### src/rtl/i2cs_pkg.sv
// Shared types for the I2C slave byte engine.
// Assumes: one engine state register of the enum below.
package i2cs_pkg;
    typedef enum logic [2:0] {
        ST_IDLE,   // ignore bus until start
        ST_ADDR,   // shifting address byte
        ST_RX,     // shifting write data byte
        ST_ACK,    // driving our acknowledge
        ST_HOLD,   // stretching SCL for host
        ST_TX,     // shifting read data byte out
        ST_TXACK   // sampling master acknowledge
    } eng_state_t;
endpackage

### src/rtl/i2cs_line_sync.sv
// Synchronises SCL and SDA into the clock domain and derives edge
// and start/stop pulses. Assumes SYNC_STAGES >= 2 and an idle-high bus.
module i2cs_line_sync #(
    parameter int SYNC_STAGES = 2
) (
    input  logic clk,
    input  logic rst_n,
    input  logic scl_in,
    input  logic sda_in,
    output logic sda_lvl,
    output logic scl_rise,
    output logic scl_fall,
    output logic start_det,
    output logic stop_det
);
    localparam int LINES = 2;   // index 0 = SCL, 1 = SDA

    logic [LINES-1:0] raw_lines;
    logic [LINES-1:0] cur_lines;
    logic [LINES-1:0] prev_lines;

    assign raw_lines = {sda_in, scl_in};

    for (genvar g = 0; g < LINES; g++) begin : g_sync
        logic [SYNC_STAGES-1:0] chain;
        // Purpose: metastability chain for one line.
        always_ff @(posedge clk) begin
            if (!rst_n) chain <= '1;
            else        chain <= {chain[SYNC_STAGES-2:0], raw_lines[g]};
        end
        assign cur_lines[g] = chain[SYNC_STAGES-1];
    end

    // Purpose: one-cycle history of the synchronised lines.
    always_ff @(posedge clk) begin
        if (!rst_n) prev_lines <= '1;
        else        prev_lines <= cur_lines;
    end

    assign sda_lvl   = cur_lines[1];
    assign scl_rise  = cur_lines[0] & ~prev_lines[0];
    assign scl_fall  = ~cur_lines[0] & prev_lines[0];
    assign start_det = cur_lines[0] & prev_lines[0] & prev_lines[1] & ~cur_lines[1];
    assign stop_det  = cur_lines[0] & prev_lines[0] & ~prev_lines[1] & cur_lines[1];
endmodule

### src/rtl/i2cs_protocol.sv
// Bit-level engine: address match, byte shifting, acknowledge and
// clock hold. Assumes BYTE_W == ADDR_W + 1 and edge pulses from the
// line synchroniser; emits one-cycle event pulses to the host registers.
module i2cs_protocol
    import i2cs_pkg::*;
#(
    parameter int ADDR_W = 7,
    parameter int BYTE_W = 8
) (
    input  logic              clk,
    input  logic              rst_n,
    input  logic              scl_rise,
    input  logic              scl_fall,
    input  logic              sda_lvl,
    input  logic              start_det,
    input  logic              stop_det,
    input  logic [ADDR_W-1:0] own_addr,
    input  logic              buf_full,
    input  logic              overflow,
    input  logic [BYTE_W-1:0] buf_q,
    input  logic              rel_ok,
    output logic              sda_low,
    output logic              scl_low,
    output logic              rx_load,
    output logic [BYTE_W-1:0] rx_byte,
    output logic              ovf_set,
    output logic              tx_take,
    output logic              byte_done,
    output logic              hold_enter,
    output logic              dir_rd
);
    localparam int CNT_W = $clog2(BYTE_W + 1);
    localparam logic [CNT_W-1:0] LAST = CNT_W'(BYTE_W);

    eng_state_t        state;
    logic [BYTE_W-1:0] sreg;
    logic [CNT_W-1:0]  bitcnt;
    logic              ack_in;
    logic              addr_hit;

    assign addr_hit = (sreg[BYTE_W-1:1] == own_addr);

    // Purpose: protocol state, shifter and line drive.
    always_ff @(posedge clk) begin
        rx_load    <= 1'b0;
        ovf_set    <= 1'b0;
        tx_take    <= 1'b0;
        byte_done  <= 1'b0;
        hold_enter <= 1'b0;
        if (!rst_n) begin
            state   <= ST_IDLE;
            sreg    <= '0;
            bitcnt  <= '0;
            ack_in  <= 1'b0;
            sda_low <= 1'b0;
            scl_low <= 1'b0;
            rx_byte <= '0;
            dir_rd  <= 1'b0;
        end else if (start_det) begin
            state   <= ST_ADDR;
            bitcnt  <= '0;
            sda_low <= 1'b0;
            scl_low <= 1'b0;
        end else if (stop_det) begin
            state   <= ST_IDLE;
            sda_low <= 1'b0;
            scl_low <= 1'b0;
        end else begin
            unique case (state)
                ST_ADDR, ST_RX: begin
                    if (scl_rise && bitcnt != LAST) begin
                        sreg   <= {sreg[BYTE_W-2:0], sda_lvl};
                        bitcnt <= bitcnt + 1'b1;
                    end
                    if (scl_fall && bitcnt == LAST) begin
                        if (state == ST_ADDR && !addr_hit) begin
                            state <= ST_IDLE;
                        end else if (buf_full || overflow) begin
                            ovf_set <= buf_full;
                            state   <= ST_IDLE;
                        end else begin
                            sda_low <= 1'b1;
                            rx_load <= 1'b1;
                            rx_byte <= sreg;
                            if (state == ST_ADDR) dir_rd <= sreg[0];
                            state   <= ST_ACK;
                        end
                    end
                end
                ST_ACK: begin
                    if (scl_fall) begin
                        sda_low <= 1'b0;
                        bitcnt  <= '0;
                        if (dir_rd) begin
                            scl_low    <= 1'b1;
                            hold_enter <= 1'b1;
                            state      <= ST_HOLD;
                        end else begin
                            state <= ST_RX;
                        end
                    end
                end
                ST_HOLD: begin
                    if (rel_ok) begin
                        scl_low <= 1'b0;
                        sreg    <= buf_q;
                        sda_low <= ~buf_q[BYTE_W-1];
                        tx_take <= 1'b1;
                        bitcnt  <= '0;
                        state   <= ST_TX;
                    end
                end
                ST_TX: begin
                    if (scl_rise) bitcnt <= bitcnt + 1'b1;
                    if (scl_fall) begin
                        if (bitcnt == LAST) begin
                            sda_low <= 1'b0;
                            state   <= ST_TXACK;
                        end else begin
                            sreg    <= {sreg[BYTE_W-2:0], 1'b0};
                            sda_low <= ~sreg[BYTE_W-2];
                        end
                    end
                end
                ST_TXACK: begin
                    if (scl_rise) ack_in <= ~sda_lvl;
                    if (scl_fall) begin
                        byte_done <= 1'b1;
                        if (ack_in) begin
                            scl_low    <= 1'b1;
                            hold_enter <= 1'b1;
                            state      <= ST_HOLD;
                        end else begin
                            state <= ST_IDLE;
                        end
                    end
                end
                default: ;
            endcase
        end
    end
endmodule

### src/rtl/i2cs_host_regs.sv
// Host-facing buffer and flags: buffer, full, overflow, interrupt,
// release request and bus-busy. Assumes single-cycle event pulses
// from the protocol engine and single-cycle host strobes.
module i2cs_host_regs #(
    parameter int BYTE_W = 8
) (
    input  logic              clk,
    input  logic              rst_n,
    input  logic              buf_wr,
    input  logic [BYTE_W-1:0] buf_wdata,
    input  logic              buf_rd,
    input  logic              rel_set,
    input  logic              irq_clr,
    input  logic              ovf_clr,
    input  logic              ss_irq_en,
    input  logic              start_det,
    input  logic              stop_det,
    input  logic              rx_load,
    input  logic [BYTE_W-1:0] rx_byte,
    input  logic              ovf_set,
    input  logic              tx_take,
    input  logic              byte_done,
    input  logic              hold_enter,
    output logic [BYTE_W-1:0] buf_q,
    output logic              buf_full,
    output logic              overflow,
    output logic              irq,
    output logic              rel_ok,
    output logic              bus_busy
);
    logic wr_seen;

    // Purpose: buffer contents and full flag.
    always_ff @(posedge clk) begin
        if (!rst_n) begin
            buf_q    <= '0;
            buf_full <= 1'b0;
        end else begin
            if (rx_load)     buf_q <= rx_byte;
            else if (buf_wr) buf_q <= buf_wdata;
            if (rx_load || buf_wr)       buf_full <= 1'b1;
            else if (tx_take || buf_rd)  buf_full <= 1'b0;
        end
    end

    // Purpose: sticky overflow and interrupt flags.
    always_ff @(posedge clk) begin
        if (!rst_n) begin
            overflow <= 1'b0;
            irq      <= 1'b0;
        end else begin
            if (ovf_set)      overflow <= 1'b1;
            else if (ovf_clr) overflow <= 1'b0;
            if (rx_load || byte_done || (ss_irq_en && (start_det || stop_det)))
                irq <= 1'b1;
            else if (irq_clr)
                irq <= 1'b0;
        end
    end

    // Purpose: release request, honoured only after a write during the hold.
    always_ff @(posedge clk) begin
        if (!rst_n) begin
            wr_seen <= 1'b0;
            rel_ok  <= 1'b0;
        end else if (hold_enter || tx_take) begin
            wr_seen <= 1'b0;
            rel_ok  <= 1'b0;
        end else begin
            if (buf_wr)             wr_seen <= 1'b1;
            if (rel_set && wr_seen) rel_ok  <= 1'b1;
        end
    end

    // Purpose: bus-busy tracking between start and stop.
    always_ff @(posedge clk) begin
        if (!rst_n)         bus_busy <= 1'b0;
        else if (start_det) bus_busy <= 1'b1;
        else if (stop_det)  bus_busy <= 1'b0;
    end
endmodule

### src/rtl/i2c_slave_engine.sv
// Top of the I2C slave byte engine: 7-bit addressed target with a
// single host buffer and clock hold on reads. Assumes scl_in/sda_in are
// the resolved open-drain line levels, asynchronous to clk.
module i2c_slave_engine #(
    parameter int ADDR_W      = 7,
    parameter int BYTE_W      = ADDR_W + 1,
    parameter int SYNC_STAGES = 2
) (
    input  logic              clk,
    input  logic              rst_n,
    input  logic              scl_in,
    input  logic              sda_in,
    output logic              scl_drive_low,
    output logic              sda_drive_low,
    input  logic [ADDR_W-1:0] own_addr,
    input  logic              ss_irq_en,
    input  logic [BYTE_W-1:0] buf_wdata,
    input  logic              buf_wr,
    input  logic              buf_rd,
    input  logic              rel_set,
    input  logic              irq_clr,
    input  logic              ovf_clr,
    output logic [BYTE_W-1:0] buf_rdata,
    output logic              buf_full,
    output logic              overflow,
    output logic              irq,
    output logic              xfer_read,
    output logic              bus_busy
);
    logic              sda_lvl, scl_rise, scl_fall, start_det, stop_det;
    logic              rx_load, ovf_set, tx_take, byte_done, hold_enter, rel_ok;
    logic [BYTE_W-1:0] rx_byte;

    i2cs_line_sync #(.SYNC_STAGES(SYNC_STAGES)) u_sync (
        .clk(clk), .rst_n(rst_n), .scl_in(scl_in), .sda_in(sda_in),
        .sda_lvl(sda_lvl), .scl_rise(scl_rise), .scl_fall(scl_fall),
        .start_det(start_det), .stop_det(stop_det)
    );

    i2cs_protocol #(.ADDR_W(ADDR_W), .BYTE_W(BYTE_W)) u_proto (
        .clk(clk), .rst_n(rst_n), .scl_rise(scl_rise), .scl_fall(scl_fall),
        .sda_lvl(sda_lvl), .start_det(start_det), .stop_det(stop_det),
        .own_addr(own_addr), .buf_full(buf_full), .overflow(overflow),
        .buf_q(buf_rdata), .rel_ok(rel_ok), .sda_low(sda_drive_low),
        .scl_low(scl_drive_low), .rx_load(rx_load), .rx_byte(rx_byte),
        .ovf_set(ovf_set), .tx_take(tx_take), .byte_done(byte_done),
        .hold_enter(hold_enter), .dir_rd(xfer_read)
    );

    i2cs_host_regs #(.BYTE_W(BYTE_W)) u_regs (
        .clk(clk), .rst_n(rst_n), .buf_wr(buf_wr), .buf_wdata(buf_wdata),
        .buf_rd(buf_rd), .rel_set(rel_set), .irq_clr(irq_clr),
        .ovf_clr(ovf_clr), .ss_irq_en(ss_irq_en), .start_det(start_det),
        .stop_det(stop_det), .rx_load(rx_load), .rx_byte(rx_byte),
        .ovf_set(ovf_set), .tx_take(tx_take), .byte_done(byte_done),
        .hold_enter(hold_enter), .buf_q(buf_rdata), .buf_full(buf_full),
        .overflow(overflow), .irq(irq), .rel_ok(rel_ok), .bus_busy(bus_busy)
    );
endmodule

### config.mk
export PLATFORM = sky130hd
export DESIGN_NAME = i2c_slave_engine
export DESIGN_NICKNAME = d
export VERILOG_FILES = /design/src/rtl/i2cs_pkg.sv /design/src/rtl/i2cs_line_sync.sv /design/src/rtl/i2cs_protocol.sv /design/src/rtl/i2cs_host_regs.sv /design/src/rtl/i2c_slave_engine.sv
export SDC_FILE = /design/constraint.sdc
export NUM_CORES = 1
export LEC_CHECK = 0
export CAP_MARGIN = 20
export CORE_ASPECT_RATIO = 1.4
export CORE_MARGIN = 8
export CORE_UTILIZATION = 40
export CTS_CLUSTER_DIAMETER = 40
export CTS_CLUSTER_SIZE = 12
export DETAILED_ROUTE_END_ITERATION = 12
export DONT_BUFFER_PORTS = 1
export PLACE_DENSITY = 0.58
export SLEW_MARGIN = 10
export SYNTH_ARGS = -nofsm -noshare
export SYNTH_HDL_FRONTEND = slang
export SYNTH_HIERARCHICAL = 1
export SYNTH_SLANG_ARGS = --single-unit
### constraint.sdc
create_clock -name clk -period 2 [get_ports clk]
set_clock_uncertainty 0.15 [all_clocks]
set_input_delay 0.6 -clock clk [delete_from_list [all_inputs] [get_ports clk]]
set_output_delay 0.6 -clock clk [all_outputs]
set_load 0.1 [all_outputs]
# Yosys cells after proc, flatten, opt, wreduce, memory -nomap -nowiden
# Cells that the tools add are included.
word_totals:
  out_inout_bits: 15
  in_bits: 25
  register_bits: 52
op_classes:
  muxes: 55
  reduce_logical: 40
  addsub: 1
  eq_ne: 28
  n_bitwise: 22
op_table:
  columns: ["op", "count"]
  rows:
  - ["$mux 8", 6]
  - ["$reduce_and 7->1", 5]
  - ["$mux 1", 29]
  - ["$mux 3", 9]
  - ["$ne 4x1->1 const B", 6]
  - ["$pmux 8 s3", 1]
  - ["$ne 2x1->1 const B", 10]
  - ["$reduce_and 6->1", 3]
  - ["$mux 4", 4]
  - ["$pmux 4 s4", 1]
  - ["$not 1->1", 15]
  - ["$pmux 3 s5", 1]
  - ["$reduce_bool 2->1", 5]
  - ["$eq 3x3->1 const B", 3]
  - ["$reduce_or 4->1", 2]
  - ["$and 1x1->1", 7]
  - ["$eq 7x7->1", 1]
  - ["$logic_or 1x1->1", 7]
  - ["$reduce_bool 7->1", 1]
  - ["$reduce_or 7->1", 1]
  - ["$eq 3x2->1 const B", 2]
  - ["$ne 2x2->1 const B", 3]
  - ["$reduce_bool 3->1", 2]
  - ["$reduce_or 2->1", 3]
  - ["other kinds (15)", 19]

# Depth between registers and ports, before layout
# Gate-level depths: netlist of run 1.
depth:
  ltp_word: 8
  depth_mapped: 8
  depth_no_buf: 7

# Cells and area by module
# Netlist of run 1, hierarchy kept.
modules_own_cells:
  columns: ["mod", "area_each_um2", "instances", "cells_per_inst"]
  rows:
  - ["i2cs_protocol", 1854.3, 1, 225]
  - ["i2cs_host_regs", 588.1, 1, 57]
  - ["i2cs_line_sync", 190.2, 1, 16]

# Worst setup path before layout of run 1
# No wires, ideal clock.
synth_path:
  path_type: "reg-to-reg"
  start: "register u_regs.buf_full"
  end: "register u_proto.dir_rd"
  required_time_ns: 1.722
  synth_period_minus_slack_ns: 2.102
  stages_incl_launch_ff: 7
  path_buffers: 1
  slack_ns: -0.102
  arrival_time_ns: 1.824
  cell_sequence: "dfxtp_1 nor2_1 nand4_1 or4_1 buf_2 mux2i_1 nor2_1"
synth_via:
  elab_chain_cells: 3
synth_rtl:
  columns: ["element", "line", "source"]
  rows:
  - ["start, declared", "i2cs_host_regs.sv:25", "output logic buf_full,"]
  - ["start signal, assigned", "i2cs_host_regs.sv:37", "buf_full <= 1'b0;"]
  - ["start signal, assigned", "i2cs_host_regs.sv:41", "if (rx_load || buf_wr) buf_full <= 1'b1;"]
  - ["start signal, assigned", "i2cs_host_regs.sv:42", "else if (tx_take || buf_rd) buf_full <= 1'b0;"]
  - ["$logic_or 1x1->1", "i2cs_protocol.sv:78", "end else if (buf_full || overflow) begin"]
  - ["$not 1->1 (no line)", null, null]
  - ["$reduce_and 7->1 (no line)", null, null]
  - ["end signal, assigned", "i2cs_protocol.sv:85", "if (state == ST_ADDR) dir_rd <= sreg[0];"]
  - ["end, declared", "i2cs_protocol.sv:30", "output logic dir_rd"]
# No other way between the ends.
# A chain may end at the register's enable or synchronous reset.

# Final worst setup path of run 1
layout_path:
  start: "register u_sync.prev_lines[0]"
  end: "register u_proto.sreg[0]"
layout_via:
  elab_chain_cells: 5
layout_rtl:
  columns: ["element", "line", "source"]
  rows:
  - ["start, declared", "i2cs_line_sync.sv:20", "logic [LINES-1:0] prev_lines;"]
  - ["start signal, assigned", "i2cs_line_sync.sv:37", "else prev_lines <= cur_lines;"]
  - ["$and 1x1->1 (3 in a row)", "i2cs_line_sync.sv:44", "assign stop_det = cur_lines[0] & prev_lines[0] & ~prev_lines[1] & cur_lines[1];"]
  - ["net stop_det", "i2c_slave_engine.sv:30", "logic sda_lvl, scl_rise, scl_fall, start_det, stop_det;"]
  - ["$not 1->1 (no line)", null, null]
  - ["$reduce_and 7->1 (no line)", null, null]
  - ["end signal, assigned", "i2cs_protocol.sv:72", "sreg <= {sreg[BYTE_W-2:0], sda_lvl};"]
  - ["end signal, assigned", "i2cs_protocol.sv:106", "sreg <= buf_q;"]
  - ["end signal, assigned", "i2cs_protocol.sv:120", "sreg <= {sreg[BYTE_W-2:0], 1'b0};"]
  - ["end, declared", "i2cs_protocol.sv:36", "logic [BYTE_W-1:0] sreg;"]
# The timed path passes the listed nets, and every way through them passes these cells.

==> results_dict.tcl, run 1 <==
set metrics [dict create \
    syn-cell-area_sq_um 2630 \
    synth.top_cell.area_share_pct 39.5 \
    antenna_found_initial 0 \
    yosys-top-cells-area "dfxtp_1 40%, mux2i_1 6.8%, a211oi_1 4.8%, nor2_1 4.0%, a21oi_1 3.6%" \
    initialDrtViolationCount 238 \
    cp_data_arrival_time_ns 2.15 \
    clkTransAtPathRegs_ns 0.10 \
    clockBufferDepth 2 \
    muxShareOfSynthArea_pct 6.84 \
    cts_tree "built" \
    synth_cells 298 \
    violations "setup timing" \
    drive_above_1_share_pct 28.9 \
    startpoint "u_sync/prev_lines[0]" \
    critical_path.cell_chain "and4b_2 > or2_4 > buf_6 > a2111oi_4 > buf_4 > clkbuf_16 > buf_4 > a211oi_2" \
    powerDensity_nw_per_um2 618 \
    status "finished with violations" \
    slew_headroom_pct 70.8 \
    detail-route-antenna-nets 0 \
    yosys_warnings 6 \
    critPathSlowestCell "dfxtp_2" \
    min_path_type "in -> reg" \
    period_needed_ns 2.11 \
    syn_to_final_growth_pct 25.4 \
    reg2reg_to "u_proto/sreg[0]" \
    cts_made_buffers 5 \
    r2r_setup_slack_ns -0.11 \
    wirelength_mm 7.61 \
    async_reset_ff_share_pct 0 \
    fp.dieH_um 112 \
    cts_root_buf "clkbuf_8" \
    path_class "reg -> reg" \
    synth_cell_types 53 \
    gp_congestion 0.905 \
    clk_latency_ns 0.31 \
    r2r_cells 8 \
    finalSetupViolCount 8 \
    ctsHoldBuffers 0 \
    start_util_pct 40.6 \
    drv_cap 0 \
    avgViaCountPerCell 5.68 \
    crit_path_max_incr_delay_ns 0.34 \
    total_power_mw 2.04 \
    grt_max_degree 20 \
    endpoint_kind "flip-flop" \
    vias 2427 \
    synthSimpleGateAreaFrac_pct 23.2 \
    postLayoutCoreUtil_pct 50.9 \
    io_buffers 0 \
    diodes 0 \
    start_kind "flip-flop" \
    die_area_sq_um 9470 \
    yosysMostFrequentCell "dfxtp_1" \
    synth_compound_area_share_pct 21.4 \
    max-vdd-ir-drop_uv 524 \
    post-dp-hpwl_mm 5.64 \
    grt_use_total_pct 16.1 \
    drc 0 \
    crit_end "u_proto/sreg[0]" \
    htreeDepth 2 \
    path_max_fanout 7 \
    crit_required_ns 2.04 \
    crit_path_frequent_cell "buf_4" \
    die_w_um 84.6 \
    layout.nets 379 \
    num_io_pins 40 \
    synth_top_family_by_area "simple AND/OR/NAND/NOR gates" \
    coreArea_sq_um 6480 \
    avgSynthCellArea_sq_um 8.83 \
    synth_edf_count 0 \
    r2r_start "u_sync/prev_lines[0]" \
    yosys.area_share.adder_pct 0.951 \
    num-fill-cells 661 \
    wl_per_cell_um 17.8 \
    clock-sinks 52 \
    yosys-top-cells-count "52 x dfxtp_1, 28 x nor2_1, 19 x a21oi_1, 18 x mux2i_1, 17 x a211oi_1" \
    min_period_over_period_pct 105 \
    fmax_ghz 0.475 \
    hold_viol_final 0 \
    synthXorXnorAreaFrac_pct 2.66 \
    synth_top_area_cell "dfxtp_1" \
    grt_pass1_vias 2456 \
    grt-ovfl-total 0 \
    ys.flop_type "dfxtp_1" \
    tightest_slew_ns 0.436 \
    drv_slew 0 \
    multi_input_area_sq_um 1510 \
    rows 35 \
    worst_slack_ns -0.106 \
    synth_fp_nets 325 \
    regArea_sq_um 1050 \
    p_leak_nw 1.25 \
    grt_pass1_wl_mm 12.3 \
    firstDrtPassIters 4 \
    synth_seq_area_share_pct 39.5 \
    rsz0062_at_grt "yes" \
    ys_ff_latch 52 \
]
[worst min path at each step]
stage | startpoint | to | slack, ns | cells past startpoint
2_1_floorplan | u_sync/g_sync[0].chain[0] | u_sync/g_sync[0].chain[1] | 0.24 | 1
3_3_place_gp | u_sync/g_sync[1].chain[0] | u_sync/g_sync[1].chain[1] | 0.24 | 1
3_5_place_dp | u_sync/g_sync[0].chain[0] | u_sync/g_sync[0].chain[1] | 0.25 | 1
4_1_cts | rst_n | u_sync/prev_lines[0] | 0.20 | 1
5_1_grt | rst_n | u_sync/prev_lines[0] | 0.19 | 1
6_report | rst_n | u_sync/prev_lines[0] | 0.21 | 1
[metrics by stage]
step / hold slack (ns) / setup slack [ns] / std cells / TNS, ns / area (sq um)
floorplan: 0.236 / -0.0212 / 298 / -0.0212 / 2640
global placement: 0.243 / -0.0399 / 412 / -0.0399 / 3070
detailed placement: 0.252 / -0.0521 / 412 / -0.0626 / 3070
CTS: 0.197 / -0.0266 / 427 / -0.137 / 3280
global route: 0.192 / -0.135 / 427 / -1.31 / 3300
finish: 0.212 / -0.106 / 427 / -0.414 / 3300
[routing by layer]
| metal | up-vias | share of wire [%] | GRT usage, % |
|---|---|---|---|
| met3 | 22 | 4.5 | 3.17 |
| met1 | 1144 | 38 | 16.8 |
| li1 | 1191 | - | - |
| met5 | - | 0 | 0 |
| met4 | 0 | 3.8 | 7.76 |
| met2 | 70 | 53 | 29.7 |
[repair_timing]
item                       in CTS  in global routing
gates resized for setup        19                 11
setup endpoints to repair      16                 19
pin swaps                       3                 15
buffers inserted                6                  1
cloned                          1                  0
[worst max-delay path, delay by kind of cell, from the launching register on]
kind | cells | cell delay, ns
flops | 1 | 0.34
compound gates | 2 | 0.37
buf+inv | 4 | 0.57
simple gates | 2 | 0.55
[report_power, final]
part,internal (mW),switching (mW)
sequential,1.07,0.0243
clock,0.251,0.369
combinational,0.121,0.207
total,1.44,0.600
[sequential cells by signal (all words and copies together) (netlist names), 2 cells and up]
register and count:
u_proto/rx_byte 8, u_proto/sreg 8, u_regs/buf_q 8, u_proto/bitcnt 4, u_sync/g_sync.chain 4, u_proto/state 3
u_sync/prev_lines 2
[placed cells by master (no fill, tap or decap), types with 3 or more instances in the layout]
master / n
buf_4: 59
dfxtp_1: 43
nor2_1: 26
a21oi_1: 19
mux2i_1: 18
o21ai_0: 15
a211oi_1: 14
nor2b_1: 14
nand3_1: 14
nand2_1: 13
nand2b_1: 13
xnor2_1: 8
dfxtp_2: 8
inv_1: 7
clkbuf_8: 5
a211oi_2: 5
buf_6: 5
nor3b_1: 4
o22ai_1: 3
nand4_1: 3
a31oi_1: 3
o21a_1: 3
a221oi_1: 3
[cells by family (layout without fill, tap and decap cells)]
group	after synthesis	count (layout)
buffers and inverters	27	82
adders and majority gates	2	2
muxes	18	18
xor gates and xnor gates	8	8
and+or+nand+nor	110	110
AOI/OAI and AO/OA	81	81
DFF	52	52
[cell type report]
class / count / share of cell area, %
Tap cell: 74 / 2.81
Clock inverter: 2 / 0.417
Inverter: 9 / 1.02
Sequential cell: 52 / 32.0
Timing Repair Buffer: 65 / 15.9
Multi-Input combinational cell: 219 / 45.7
Clock buffer: 6 / 2.20
Power figures use the tool's default switching activity.
==> run 2, diff against run 1 <==
--- a/config.mk
+++ b/config.mk
@@ -8,5 +8,5 @@
 export CAP_MARGIN = 20
 export CORE_ASPECT_RATIO = 1.4
-export CORE_MARGIN = 8
+export CORE_MARGIN = 2
 export CORE_UTILIZATION = 40
 export CTS_CLUSTER_DIAMETER = 40
==> constraint.sdc (replaced) <==
create_clock -name clk -period 2 [get_ports clk]
set_clock_uncertainty 0.15 [all_clocks]
set_input_delay 0.5 -clock clk [delete_from_list [all_inputs] [get_ports clk]]
set_output_delay 0.5 -clock clk [all_outputs]
set_load 0.1 [all_outputs]
==> run 2 against run 1 <==
  * The flow still finishes with violations (setup timing)
  * Wire length increased by 5.5%
  * Non-clock buffer count increased by 10
  * Fmax increased by 4.7%
  * Count of clock-buffer cells in the layout unchanged
  * First-iteration DRC count decreased by 18%
  * Sequential power about the same
  * Global-route usage increased by 6.3 points
  * Sequential share of layout area decreased by 1.4 points
  * Flip-flop and latch count unchanged
  * Clock power about the same
  * Largest cell class unchanged
  * Critical path depth decreased by 2
==> results_dict.tcl, run 2 (synthesis gave the netlist of run 1 again) <==
set metrics [dict create \
    status "finished with violations" \
    violations "setup timing" \
    start_kind "flip-flop" \
    endpoint_kind "flip-flop" \
    finalSetupViolCount 6 \
    cp_data_arrival_time_ns 2.06 \
    final_common_cell "buf_4" \
    worst_slack_ns -0.0116 \
    path_max_fanout 9 \
    crit_required_ns 2.04 \
    syn_to_final_growth_pct 31.3 \
    rsz0062_at_grt "yes" \
    layoutNonFillerInstCount 437 \
    whs_path_depth 1 \
    grt_pass1_vias 2447 \
    r2r_setup_slack_ns -0.01 \
    period_needed_ns 2.01 \
    layout.nets 389 \
    r2r_cells 6 \
    num-fill-cells 615 \
    coreArea_sq_um 6480 \
    max-vdd-ir-drop_uv 413 \
    r2r_start "u_sync/g_sync[0].chain[1]" \
    die_area_sq_um 7260 \
    cts_tree "built" \
    start_util_pct 40.6 \
    ctsHoldBuffers 0 \
    num_io_pins 40 \
    min_from "rst_n" \
    grt_pass1_wl_mm 12.6 \
    drc 0 \
    hold_viol_final 0 \
    multi_input_area_sq_um 1580 \
    rows 35 \
    vias 2495 \
    whs_endpoint "u_sync/prev_lines[1]" \
    wirelength_mm 8.03 \
    detail-route-antenna-nets 0 \
    whs_ns 0.108 \
    clkTransAtPathRegs_ns 0.10 \
    regArea_sq_um 1050 \
    top_regs "u_proto/rx_byte x8, u_proto/sreg x8, u_regs/buf_q x8" \
    clock-sinks 52 \
    initialDrtViolationCount 195 \
    diodes 0 \
    grt-ovfl-total 0 \
    clockBufferDepth 2 \
    post-dp-hpwl_mm 5.72 \
    powerDensity_nw_per_um2 598 \
    fmax_ghz 0.497 \
    clk_latency_ns 0.31 \
    reg2reg_to "u_proto/rx_byte[5]" \
    tightest_slew_ns 0.434 \
    path_class "reg -> reg" \
    die_w_um 72.6 \
    grt_max_degree 20 \
    layout_common_cells "66 x buf_4, 43 x dfxtp_1, 26 x nor2_1" \
    avgViaCountPerCell 5.71 \
    total_power_mw 2.07 \
    antenna_found_initial 0 \
    drv_cap 0 \
    wl_per_cell_um 18.4 \
    htreeDepth 2 \
    final.setup.tns_ns -0.0294 \
    firstDrtPassIters 6 \
    drv_slew 0 \
    dp_cells 416 \
    min_period_over_period_pct 101 \
    slew_headroom_pct 71.1 \
    fp.dieH_um 100 \
    p_leak_nw 1.31 \
    cts_made_buffers 5 \
    drive_above_1_share_pct 32.5 \
    grt_use_total_pct 22.4 \
    io_buffers 0 \
    min_path_type "in -> reg" \
    cts_root_buf "clkbuf_8" \
    gp_congestion 0.856 \
]
-- run 2: changes by cell type in the layout (fill, tap and decap cells not counted), sizes merged --
cell | before | now
buf | 64 | 74
-- run 2: worst max path at each step --
stage / startpoint / end / depth (start not counted)
after floorplan: u_sync/g_sync[1].chain[1] / u_proto/rx_byte[7] / 6
after global placement: own_addr[3] / u_proto/rx_byte[4] / 6
after detailed placement: own_addr[3] / u_proto/rx_byte[5] / 6
after CTS: u_sync/g_sync[1].chain[1] / u_proto/sreg[2] / 8
after global routing: u_sync/g_sync[1].chain[1] / u_proto/dir_rd / 8
final: u_sync/g_sync[0].chain[1] / u_proto/rx_byte[5] / 6
-- run 2: what timing repair did --
item,in CTS,in global routing
endpoints found under the hold margin,0,0
buffers inserted,11,2
gates resized for setup,25,25
pin swaps,12,7
endpoints found under the setup margin,18,22
gates cloned,1,0
-- run 2: layout make-up --
class,count,share of cell area [%]
well taps,74,2.68
flip-flops and latches,52,30.5
inverters,9,0.977
clock buffers,6,2.10
multi-input cells,219,45.7
clock inverters,2,0.398
repair buffers,75,17.7
-- run 2: power by group --
group / switching [mW] / internal [mW]
Combinational: 0.221 / 0.140
Sequential: 0.0221 / 1.07
Clock: 0.367 / 0.251
-- run 2: through the flow --
stage	setup slack, ns	utilization (%)	area [sq um]
finish	-0.0116	53.3	3460
global placement	-0.162	47.8	3100
detailed placement	-0.186	47.8	3100
global route	-0.0841	53.3	3460
CTS	-0.00865	52.2	3390
floorplan	0.00793	-	2640
-- run 2: routing by layer --
layer / routed length (um) / vias to the layer above / track usage [%]
met5: 0 / - / 0
met4: 227 / 0 / 9.69
met3: 278 / 16 / 3.11
met2: 4380 / 72 / 41.1
met1: 3140 / 1195 / 25.0
li1: - / 1212 / -
-- run 2: worst max-delay path: stages (launching register included) --
cell and delay [ns]:
dfxtp_4 0.37, and4b_2 0.25, or2_4 0.27, buf_4 0.13
or4_4 0.55, nand3_1 0.12, a21oi_1 0.07
==> run 3, diff against run 2 <==
- TNS_END_PERCENT: unset -> 30
==> run 3 against run 2 <==
  * The flow still finishes with violations (setup timing)
  * Power is 1.9% lower
  * Die area stayed put
  * Sequential share of layout area is 0.95 points higher
  * Utilization is 1.8 points lower
  * Final cell count is 1.4% lower
  * Worst setup slack worse by 0.0075 ns
  * Non-clock buffer count is 6 lower
  * Clock power is 2% lower
  * Sequential power hardly changed
  * Highest routed layer unchanged
==> results_dict.tcl, run 3 (synthesis gave the netlist of run 1 again) <==
set metrics [dict create \
    critical_path.cell_chain "and4b_2 > or2_4 > a2111oi_4 > buf_4 > buf_12 > nor2_1 > a211oi_1" \
    io_buffers 0 \
    path_class "reg -> reg" \
    rows 35 \
    wl_met2_mm 4.09 \
    period_needed_ns 2.02 \
    postLayoutCoreUtil_pct 51.5 \
    drv_cap 0 \
    place_ws_ns -0.0553 \
    rsz0062_at_grt "yes" \
    drive_above_1_share_pct 30.0 \
    m1WireLength_mm 3.11 \
    post-dp-hpwl_mm 5.43 \
    topRoutingLayerUsed "met4" \
    max-vdd-ir-drop_uv 483 \
    worst_slack_ns -0.0191 \
    r2r_cells 7 \
    die_w_um 72.6 \
    fp.dieH_um 100 \
    min_path_type "in -> reg" \
    coreArea_sq_um 6480 \
    powerDensity_nw_per_um2 607 \
    clock-sinks 52 \
    detail-route-antenna-nets 0 \
    r2r_start "u_sync/g_sync[0].chain[1]" \
    status "finished with violations" \
    grt_pass1_vias 2424 \
    wirelength_mm 7.60 \
    critPathSlowestCell "dfxtp_2" \
    layout_common_cells "62 x buf_4, 44 x dfxtp_1, 27 x nor2_1" \
    r2r_setup_slack_ns -0.02 \
    place_area_sq_um 3110 \
    firstDrtPassIters 4 \
    routed-wl-met3_um 272 \
    hold_viol_final 0 \
    min_period_over_period_pct 101 \
    wl_per_cell_um 17.6 \
    antenna_found_initial 0 \
    crit_family "simple AND/OR/NAND/NOR gates" \
    final_area_sq_um 3340 \
    slew_headroom_pct 66.6 \
    die_area_sq_um 7260 \
    final_common_cell "buf_4" \
    ctsHoldBuffers 0 \
    vias 2430 \
    clkTransAtPathRegs_ns 0.10 \
    crit_path_max_incr_delay_ns 0.36 \
    avgViaCountPerCell 5.64 \
    start_util_pct 40.6 \
    endpoint_kind "flip-flop" \
    whs_endpoint "u_sync/g_sync[1].chain[1]" \
    path_max_fanout 8 \
    cts_tree "built" \
    drc 0 \
    fmax_ghz 0.495 \
    crit_buf_inv 2 \
    syn_to_final_growth_pct 26.9 \
    drv_slew 0 \
    finalSetupViolCount 3 \
    clockBufferDepth 2 \
    htreeDepth 2 \
    diodes 0 \
    grt-ovfl-total 0 \
    clk_latency_ns 0.31 \
    top_regs "u_proto/rx_byte x8, u_proto/sreg x8, u_regs/buf_q x8" \
    min_from "rst_n" \
    start_kind "flip-flop" \
    grt_use_total_pct 20.5 \
    grt_pass1_wl_mm 11.6 \
    violations "setup timing" \
    cts_made_buffers 5 \
    reg2reg_to "u_proto/sreg[2]" \
    initialDrtViolationCount 141 \
    whs_ns 0.104 \
    layout.nets 383 \
    p_leak_nw 1.27 \
    total_power_mw 2.03 \
    crit_required_ns 2.08 \
    num-fill-cells 633 \
    whs_path_depth 1 \
    cp_data_arrival_time_ns 2.10 \
    cts_root_buf "clkbuf_8" \
    num_io_pins 40 \
    tightest_slew_ns 0.498 \
    grt_max_degree 23 \
    gp_congestion 0.919 \
]
## run 3: area by class of cell
type | instances | area [sq um] | share of cell area (%)
sequential | 52 | 1050 | 31.5
inverter | 9 | 33.8 | 1.01
clock inverter | 2 | 13.8 | 0.412
multi-input combinational | 219 | 1510 | 45.1
timing repair buffer | 69 | 569 | 17.0
tap | 74 | 92.6 | 2.77
clock buffer | 6 | 72.6 | 2.17
## run 3: worst reg2reg max path, stage by stage (launching register included)
cell and delay (ns):
dfxtp_2 0.36, and4b_2 0.26, or2_4 0.30, a2111oi_4 0.34
buf_4 0.18, buf_12 0.12, nor2_1 0.04, a211oi_1 0.19
## run 3: report_power, final
group / switching, mW / internal, mW / total, mW
Clock: 0.356 / 0.250 / 0.607
Combinational: 0.207 / 0.123 / 0.330
Sequential: 0.0238 / 1.07 / 1.09
## run 3: worst max path at each step
| stage | startpoint | end | slack [ns] | depth (start not counted) |
|---|---|---|---|---|
| floorplan | u_sync/g_sync[1].chain[1] | u_proto/sreg[1] | -0.002 | 6 |
| finish | u_sync/g_sync[0].chain[1] | u_proto/sreg[2] | -0.02 | 7 |
| detailed placement | u_sync/g_sync[1].chain[1] | u_proto/rx_byte[4] | -0.06 | 6 |
| global route | u_sync/g_sync[0].chain[1] | u_proto/sreg[2] | -0.11 | 7 |
| global placement | u_sync/g_sync[1].chain[1] | u_proto/rx_byte[0] | -0.05 | 6 |
| CTS | u_proto/bitcnt[0] | u_proto/dir_rd | -0.01 | 8 |
## run 3: through the flow
| stage | TNS [ns] | std cells |
|---|---|---|
| 2_1_floorplan | -0.00171 | 298 |
| 3_3_place_gp | -0.369 | 416 |
| 3_5_place_dp | -0.455 | 416 |
| 4_1_cts | -0.0126 | 424 |
| 5_1_grt | -1.21 | 431 |
| 6_report | -0.0355 | 431 |
## run 3: repair_timing
item                       4_1_cts  5_1_grt
cloned                           0        2
gates resized for setup          2       24
setup buffers                    0        5
pin swaps                        0       10
setup endpoints to repair       17       23
## run 3: layer usage
| layer | vias up | track usage, % |
|---|---|---|
| li1 | 1198 | - |
| met1 | 1165 | 23.4 |
| met2 | 59 | 37.2 |
| met3 | 8 | 2.71 |
| met4 | 0 | 8.83 |
| met5 | - | 0 |
